`config.mk`:
```
export PLATFORM = sky130hd
export DESIGN_NAME = interval_timer16
export DESIGN_NICKNAME = d
export VERILOG_FILES = /design/src/rtl/tmr16_pkg.sv /design/src/rtl/tmr16_presc.sv /design/src/rtl/tmr16_core.sv /design/src/rtl/tmr16_regs.sv /design/src/rtl/interval_timer16.sv
export SDC_FILE = /design/constraint.sdc
export NUM_CORES = 1
export LEC_CHECK = 0
export BUFFER_PORTS_ARGS = -buffer_cell sky130_fd_sc_hd__buf_4
export CORE_UTILIZATION = 55
export CTS_CLUSTER_DIAMETER = 80
export DETAILED_ROUTE_END_ITERATION = 8
export GPL_ROUTABILITY_DRIVEN = 0
export HOLD_SLACK_MARGIN = 0.02
export PLACE_DENSITY = 0.74
export SYNTH_ARGS = -nofsm -noshare
export SYNTH_HDL_FRONTEND = slang
export SYNTH_HIERARCHICAL = 1
export SYNTH_SLANG_ARGS = --single-unit
```
`constraint.sdc`:
```
create_clock -name clk -period 4.1 [get_ports clk]
set_input_delay 0.82 -clock clk [delete_from_list [all_inputs] [get_ports clk]]
set_output_delay 0.82 -clock clk [all_outputs]
set_load 0.01 [all_outputs]
```
`src/rtl/tmr16_pkg.sv`:
```
package tmr16_pkg;
  // timer-control register bit positions
  localparam int TCR_RUN_BIT  = 3;
  localparam int TCR_OVF_BIT  = 2;
  // clear-control register
  localparam int CCR_CLR_BIT  = 3;
  localparam logic [7:0] CCR_RESET = 8'h10;

  typedef struct packed {
    logic run;
    logic clr_on_cmp1;
  } tmr_ctl_t;
endpackage

```
`src/rtl/tmr16_presc.sv`:
```
module tmr16_presc #(
  parameter int PRESC_LOG2 = 3
) (
  input  logic clk,
  input  logic rst,
  input  logic run,
  output logic tick
);
  generate
    if (PRESC_LOG2 == 0) begin : g_direct
      logic unused_ok;
      assign unused_ok = clk ^ rst;
      assign tick = run;
    end else begin : g_div
      logic [PRESC_LOG2-1:0] phase;
      always_ff @(posedge clk) begin
        if (rst || !run) phase <= '0;
        else             phase <= phase + 1'b1;
      end
      assign tick = run && (&phase);
    end
  endgenerate
endmodule

```
`src/rtl/tmr16_core.sv`:
```
module tmr16_core
  import tmr16_pkg::*;
#(
  parameter int CNT_W = 16
) (
  input  logic             clk,
  input  logic             rst,
  input  tmr_ctl_t         ctl,
  input  logic             tick,
  input  logic [CNT_W-1:0] cmp0,
  input  logic [CNT_W-1:0] cmp1,
  output logic [CNT_W-1:0] count,
  output logic             irq0,
  output logic             irq1,
  output logic             carry
);
  logic [CNT_W:0] nxt;
  logic           hold, hit0, hit1, adv;

  assign nxt   = {1'b0, count} + 1'b1;
  assign hold  = ctl.clr_on_cmp1 && (cmp1 == '0);
  assign hit0  = (nxt[CNT_W-1:0] == cmp0);
  assign hit1  = (nxt[CNT_W-1:0] == cmp1);
  assign adv   = ctl.run && tick && !hold;
  assign carry = adv && nxt[CNT_W];

  always_ff @(posedge clk) begin
    if (rst) begin
      count <= '0;
      irq0  <= 1'b0;
      irq1  <= 1'b0;
    end else begin
      irq0 <= adv && hit0;
      irq1 <= adv && hit1;
      if (!ctl.run || hold)
        count <= '0;
      else if (tick)
        count <= (ctl.clr_on_cmp1 && hit1) ? '0 : nxt[CNT_W-1:0];
    end
  end
endmodule

```
`src/rtl/tmr16_regs.sv`:
```
module tmr16_regs
  import tmr16_pkg::*;
#(
  parameter int          ADDR_W   = 8,
  parameter int          CNT_W    = 16,
  parameter int unsigned REG_BASE = 'h10
) (
  input  logic              clk,
  input  logic              rst,
  input  logic              we,
  input  logic [ADDR_W-1:0] addr,
  input  logic [7:0]        wdata,
  input  logic              ovf_set,
  output tmr_ctl_t          ctl,
  output logic [CNT_W-1:0]  cmp0,
  output logic [CNT_W-1:0]  cmp1,
  output logic [7:0]        rdata
);
  localparam int NB = CNT_W / 8;
  localparam logic [ADDR_W-1:0] A_CMP0 = ADDR_W'(REG_BASE);
  localparam logic [ADDR_W-1:0] A_CMP1 = ADDR_W'(REG_BASE + NB);
  localparam logic [ADDR_W-1:0] A_CCR  = ADDR_W'(REG_BASE + 2 * NB);
  localparam logic [ADDR_W-1:0] A_TCR  = ADDR_W'(REG_BASE + 2 * NB + 1);

  logic [NB-1:0][7:0] c0_q, c1_q;
  logic [7:0]         ccr_q;
  logic               run_q, ovf_q;
  logic [7:0]         rd_mux;

  generate
    for (genvar b = 0; b < NB; b++) begin : g_byte
      always_ff @(posedge clk) begin
        if (rst) begin
          c0_q[b] <= 8'h00;
          c1_q[b] <= 8'h00;
        end else if (we) begin
          if (addr == A_CMP0 + ADDR_W'(b)) c0_q[b] <= wdata;
          if (addr == A_CMP1 + ADDR_W'(b)) c1_q[b] <= wdata;
        end
      end
    end
  endgenerate

  always_ff @(posedge clk) begin
    if (rst) begin
      ccr_q <= CCR_RESET;
      run_q <= 1'b0;
      ovf_q <= 1'b0;
    end else begin
      if (we && addr == A_CCR) ccr_q <= wdata;
      if (we && addr == A_TCR) begin
        run_q <= wdata[TCR_RUN_BIT];
        ovf_q <= wdata[TCR_OVF_BIT] | ovf_set;
      end else begin
        ovf_q <= ovf_q | ovf_set;
      end
    end
  end

  always_comb begin
    rd_mux = 8'h00;
    for (int i = 0; i < NB; i++) begin
      if (addr == A_CMP0 + ADDR_W'(i)) rd_mux = c0_q[i];
      if (addr == A_CMP1 + ADDR_W'(i)) rd_mux = c1_q[i];
    end
    if (addr == A_CCR) rd_mux = ccr_q;
    if (addr == A_TCR) begin
      rd_mux[TCR_RUN_BIT] = run_q;
      rd_mux[TCR_OVF_BIT] = ovf_q;
    end
  end

  always_ff @(posedge clk) begin
    if (rst) rdata <= 8'h00;
    else     rdata <= rd_mux;
  end

  assign cmp0            = c0_q;
  assign cmp1            = c1_q;
  assign ctl.run         = run_q;
  assign ctl.clr_on_cmp1 = ccr_q[CCR_CLR_BIT];
endmodule

```
`src/rtl/interval_timer16.sv`:
```
module interval_timer16
  import tmr16_pkg::*;
#(
  parameter int          CNT_W      = 16,
  parameter int          PRESC_LOG2 = 3,
  parameter int          ADDR_W     = 8,
  parameter int unsigned REG_BASE   = 'h10
) (
  input  logic              clk,
  input  logic              rst,
  input  logic              bus_we,
  input  logic [ADDR_W-1:0] bus_addr,
  input  logic [7:0]        bus_wdata,
  output logic [7:0]        bus_rdata,
  output logic              irq_cmp0,
  output logic              irq_cmp1,
  output logic [CNT_W-1:0]  tmr_count
);
  tmr_ctl_t         ctl;
  logic             tick, carry;
  logic [CNT_W-1:0] cmp0_val, cmp1_val;

  tmr16_regs #(
    .ADDR_W(ADDR_W), .CNT_W(CNT_W), .REG_BASE(REG_BASE)
  ) u_regs (
    .clk(clk), .rst(rst), .we(bus_we), .addr(bus_addr), .wdata(bus_wdata),
    .ovf_set(carry), .ctl(ctl), .cmp0(cmp0_val), .cmp1(cmp1_val),
    .rdata(bus_rdata)
  );

  tmr16_presc #(.PRESC_LOG2(PRESC_LOG2)) u_presc (
    .clk(clk), .rst(rst), .run(ctl.run), .tick(tick)
  );

  tmr16_core #(.CNT_W(CNT_W)) u_core (
    .clk(clk), .rst(rst), .ctl(ctl), .tick(tick),
    .cmp0(cmp0_val), .cmp1(cmp1_val),
    .count(tmr_count), .irq0(irq_cmp0), .irq1(irq_cmp1), .carry(carry)
  );
endmodule

```
* Yosys cells after proc, flatten, opt, wreduce, memory -nomap -nowiden *
Index checks and enable logic that the tools add are counted.
Widths: inputs -> output; s select.

storage, ports and cells
  ROM bits = 0
  memory bits (writable) = 0
  memories kept = 0
  output and inout bits = 26
  bits of input ports = 19
  latch bits = 0
  logic and storage cells = 53
  flip-flop bits (word level) = 71

operators by class
  equality and inequality tests = 8
  reductions and logical operators = 21
  multipliers = 0
  div/mod/pow operators = 0
  add/subtract/negate cells = 2
  shifts and indexed selects = 0
  bitwise gates (word level) = 2
  $lt $le $gt $ge = 0
  multiplexer cells = 8

operators by type and width
  operator               count
  $eq 8x5->1 const B     6
  $mux 8                 5
  $eq 16x16->1           2
  $add 16x1->17 const B  1
  $logic_not 16->1       1
  $mux 16                1
  $logic_and 1x1->1      10
  $reduce_and 2->1       4
  $add 3x1->3 const B    1
  $reduce_and 3->1       1
  $logic_not 1->1        2
  $logic_or 1x1->1       2
  $mux 2                 1
  $or 1x1->1             2
  $reduce_or 2->1        1
  $mux 1                 1

* Logic depth before layout (Yosys ltp) *
  word-level depth = 7
  gate-level depth with buffers = 10
  gate-level depth less buffers = 9

* By module *
Netlist, hierarchy kept.

modules (own cells, without submodules)
  module       sequential area each (µm²)  area an instance (µm²)  times used  cells an instance
  tmr16_regs   1,001.0                     2,347.3                 1           209
  tmr16_core   360.3                       1,765.4                 1           225
  tmr16_presc  60.1                        121.4                   1           9

* Least setup slack after synthesis *
OpenSTA, ideal clock, no wires.

  kind = register -> register
  start = reg u_core.count[1]
  end = reg u_core.count[13]
  required time = 3,980 ps
  buffers on the path = 0
  setup slack = 1,165 ps
  arrival time = 2,816 ps
  clock period less this slack = 2,935 ps
  library setup time = 120 ps
  cell stages (with the launch flop) = 10
  path through = dfxtp_1 > ha_1 > nand3_1 > or4_1 > xor2_1 > xor2_1 > nand4_1 > o31ai_4 > nor2_1 > a211o_1

between the ends
  longest elaborated chain between the ends = 4

ends and longest elaborated chain
  item                    RTL line          source
  from (decl)             tmr16_core.sv:12  output logic [CNT_W-1:0] count,
  from (signal assigned)  tmr16_core.sv:38  count <= (ctl.clr_on_cmp1 && hit1) ? '0 : nxt[CNT_W-1:0];
  $add 16x1->17 (*)       tmr16_core.sv:20  assign nxt = {1'b0, count} + 1'b1;
  $eq 16x16->1            tmr16_core.sv:23  assign hit1 = (nxt[CNT_W-1:0] == cmp1);
  $logic_and 1x1->1       tmr16_core.sv:38
  $mux 16 (*)             tmr16_core.sv:38

Every way passes the cells marked *; elsewhere a longest branch is shown, timed or not.
A chain may end at the register's enable or synchronous reset.

* Worst setup path in the final report *
  start = reg u_core.count[0]
  end = reg u_core.count[13]

The elaborated chain is that of the path after synthesis.

==> results.yml <==
critical_path:
  r2r_setup_slack_ns: 0.73
  critPathKind: "register to register"
  path_buf_inv: 0
  worstSetupStartpointType: "register"
  critPathTopFamily: "simple AND/OR/NAND/NOR gates"
  cp-end-kind: "register"
  required_ns: 4.34
  crit_top_cell: "xor2_1"
  worstPathMaxFanout: 10
  arrival_ns: 3.61
  crit_chain: "ha_1, nand3_1, or4_1, xor2_1, xor2_1, nand4_1, o31ai_4, nor2_1, a211o_1"
  slowest_stage: "or4_1"
  slowest_delay_ns: 0.65
sta:
  min_period_over_period: 0.823
  fmax_mhz: 296
  slew_headroom: 0.482
  rsz0062_at_grt: "no"
  finalCriticalPeriod_ns: 3.37
  drv_slew: 0
  worst_pin_slew_ns: 0.774
  finalSetupViolCount: 0
  fin_skew_ns: 0.00643
  fin_tns_setup_ns: 0
  finalHoldViolCount: 0
power:
  p_leak_uw: 0.00200
  ir_drop_mv: 0.266
  power_density_nw_per_um2: 300
floorplanning:
  ios: 45
  core_um2: 7330
  dieHeight_um: 89.7
  initial_utilization: 0.578
  rows: 31
  die_w_um: 89.7
  dieArea_um2: 8050
finish:
  syn2layout_area_growth_pct: 13.0
  fin_cells: 576
  layout_common_cells: "71 x dfxtp_1, 49 x nand2b_1, 45 x buf_4"
  drive_gt1_frac: 0.174
  final_common_cell: "dfxtp_1"
  final_util: 0.653
  seqCellArea_um2: 1420
  layout.nets: 494
  nFillCells: 624
  final_design_area_no_fill_um2: 4790
  multi_input_area_um2: 2650
  n_antenna_cell: 0
place:
  post-dp-hpwl_mm: 7.97
  placed_area_um2: 4550
  place_inst: 560
  io_buffers: 44
synthesis:
  synth_top_area_frac: 0.336
  ys_seq_area_frac: 0.336
  synthCells: 443
  synth_area_um2: 4230
  ys.warnings.count: 6
  synth_nets: 465
  yosysTopAreaCell: "dfxtp_1"
  synth-main-ff-cell: "dfxtp_1"
  synthTopCellsByArea: "dfxtp_1 34%, mux2i_1 9.9%, nand2b_1 7.2%"
  syn_avg_cell_area_um2: 9.56
  synth-seq-cells: 71
  ys_types: 66
  async_flop_share: 0
  synth-edff-count: 0
clock_network:
  post_cts_buffers: 0
  cts_tree: "done"
  clockBufferDepth: 2
  postCtsResizedCells: 0
  clock_sinks: 71
  cts_hold_buf: 0
  cts-root-buf: "clkbuf_8"
  clk_latency_ns: 0.35
  path_clk_slew_ns: 0.08
  h-tree-depth: 3
  cts_made_buffers: 9
job:
  maxCapViolations: 0
global_route:
  grt_usage: 0.277
  grt_max_degree: 60
  grt_overflow: 0
  grt_pass1_vias: 3342
  grt_pass1_wl_mm: 17.3
  antenna_found_initial: 0
min_path:
  hold_path.class: "register to register"
run_status:
  outcome: "complete, no violations"
drt:
  via_per_inst: 6.15
  highest_layer: "met4"
  drt_first_pass_iters: 5
  dr_total_vias: 3545
  routed_wl_mm: 11.1
  drt-met1-wl_mm: 4.81
  drc: 0
  drt_iter0_drc: 297
  ant_nets: 0
  dr_wl_met3_um: 870
  wl_per_cell_um: 19.2
  wl_met2_mm: 5.06
## synth_stat cells, types with 4 or more instances
library cell,number
a211oi_1,4
and4_1,4
buf_2,9
buf_4,5
clkbuf_1,10
dfxtp_1,71
inv_1,5
mux2i_1,42
mux4_2,8
nand2_1,27
nand2b_1,49
nand3_1,11
nand4_1,6
nor2_1,22
nor2b_1,7
nor3_1,8
nor4_1,6
o2111ai_1,4
o211a_1,6
o21ai_0,10
or2_0,7
or4_1,4
xnor2_1,29
xor2_1,17
## path summary, 6_finish.rpt
kind | from | end | cells after the start
hold reg to reg | u_presc/g_div.phase[0]$_SDFF_PP0_ | u_presc/g_div.phase[0]$_SDFF_PP0_ | 1
setup / recovery | u_core/count[0]$_SDFFE_PP0P_ | u_core/count[13]$_SDFFE_PP0P_ | 9
setup reg to reg | u_core/count[0]$_SDFFE_PP0P_ | u_core/count[13]$_SDFFE_PP0P_ | 9
hold / removal | u_presc/g_div.phase[0]$_SDFF_PP0_ | u_presc/g_div.phase[0]$_SDFF_PP0_ | 1
## kinds of logic after synthesis
kind of cell	synth area share
AOI/OAI and AO/OA	0.104
xor gates and xnor gates	0.106
adders and majority gates	0.00887
buffers and inverters	0.0390
DFF	0.336
muxes	0.147
and+or+nand+nor	0.259
## state kept, by name, indices dropped and copies added, names as in the netlist
| name | flops |
|---|---|
| u_regs/cmp1 | 16 |
| u_core/irq0 | 1 |
| u_core/count | 16 |
| u_presc/g_div.phase | 3 |
| u_regs/ovf_q | 1 |
| u_regs/run_q | 1 |
| u_regs/ccr_q | 8 |
| u_core/irq1 | 1 |
| u_regs/cmp0 | 16 |
| u_regs/rdata | 8 |
## stage by stage
stage	hold WS (ns)	power (µW)	worst slack (ns)
after floorplan	0.414	748	1.16
after global placement	0.439	772	0.927
after detailed placement	0.441	773	0.789
after CTS	0.452	1440	0.774
after global routing	0.474	1480	0.464
final	0.446	1440	0.727
## power breakdown
part	total, µW	internal, µW	switching [µW]
Sequential	690	689	0.687
Clock	679	403	276
Combinational	66.5	32.2	34.3
Total	1440	1130	311
## metal layers
metal | GRT usage | up-vias
li1 | - | 1650
met1 | 0.364 | 1696
met2 | 0.426 | 168
met3 | 0.0812 | 31
met4 | 0.116 | 0
met5 | 0 | -
## area by class of cell
class	count	area share
Clock inverter	6	0.0227
Clock buffer	10	0.0267
Tap cell	99	0.0259
Timing Repair Buffer	45	0.0706
Inverter	5	0.00392
Sequential cell	71	0.297
Multi-Input combinational cell	340	0.553
## worst reg2reg max path: stages, from the launching register on
cell and delay, ns:
dfxtp_1 0.51, ha_1 0.31, nand3_1 0.23, or4_1 0.66, xor2_1 0.26, xor2_1 0.21, nand4_1 0.22, o31ai_4 0.51
nor2_1 0.10, a211o_1 0.27
Note: power is estimated with default switching activity, not from simulation.
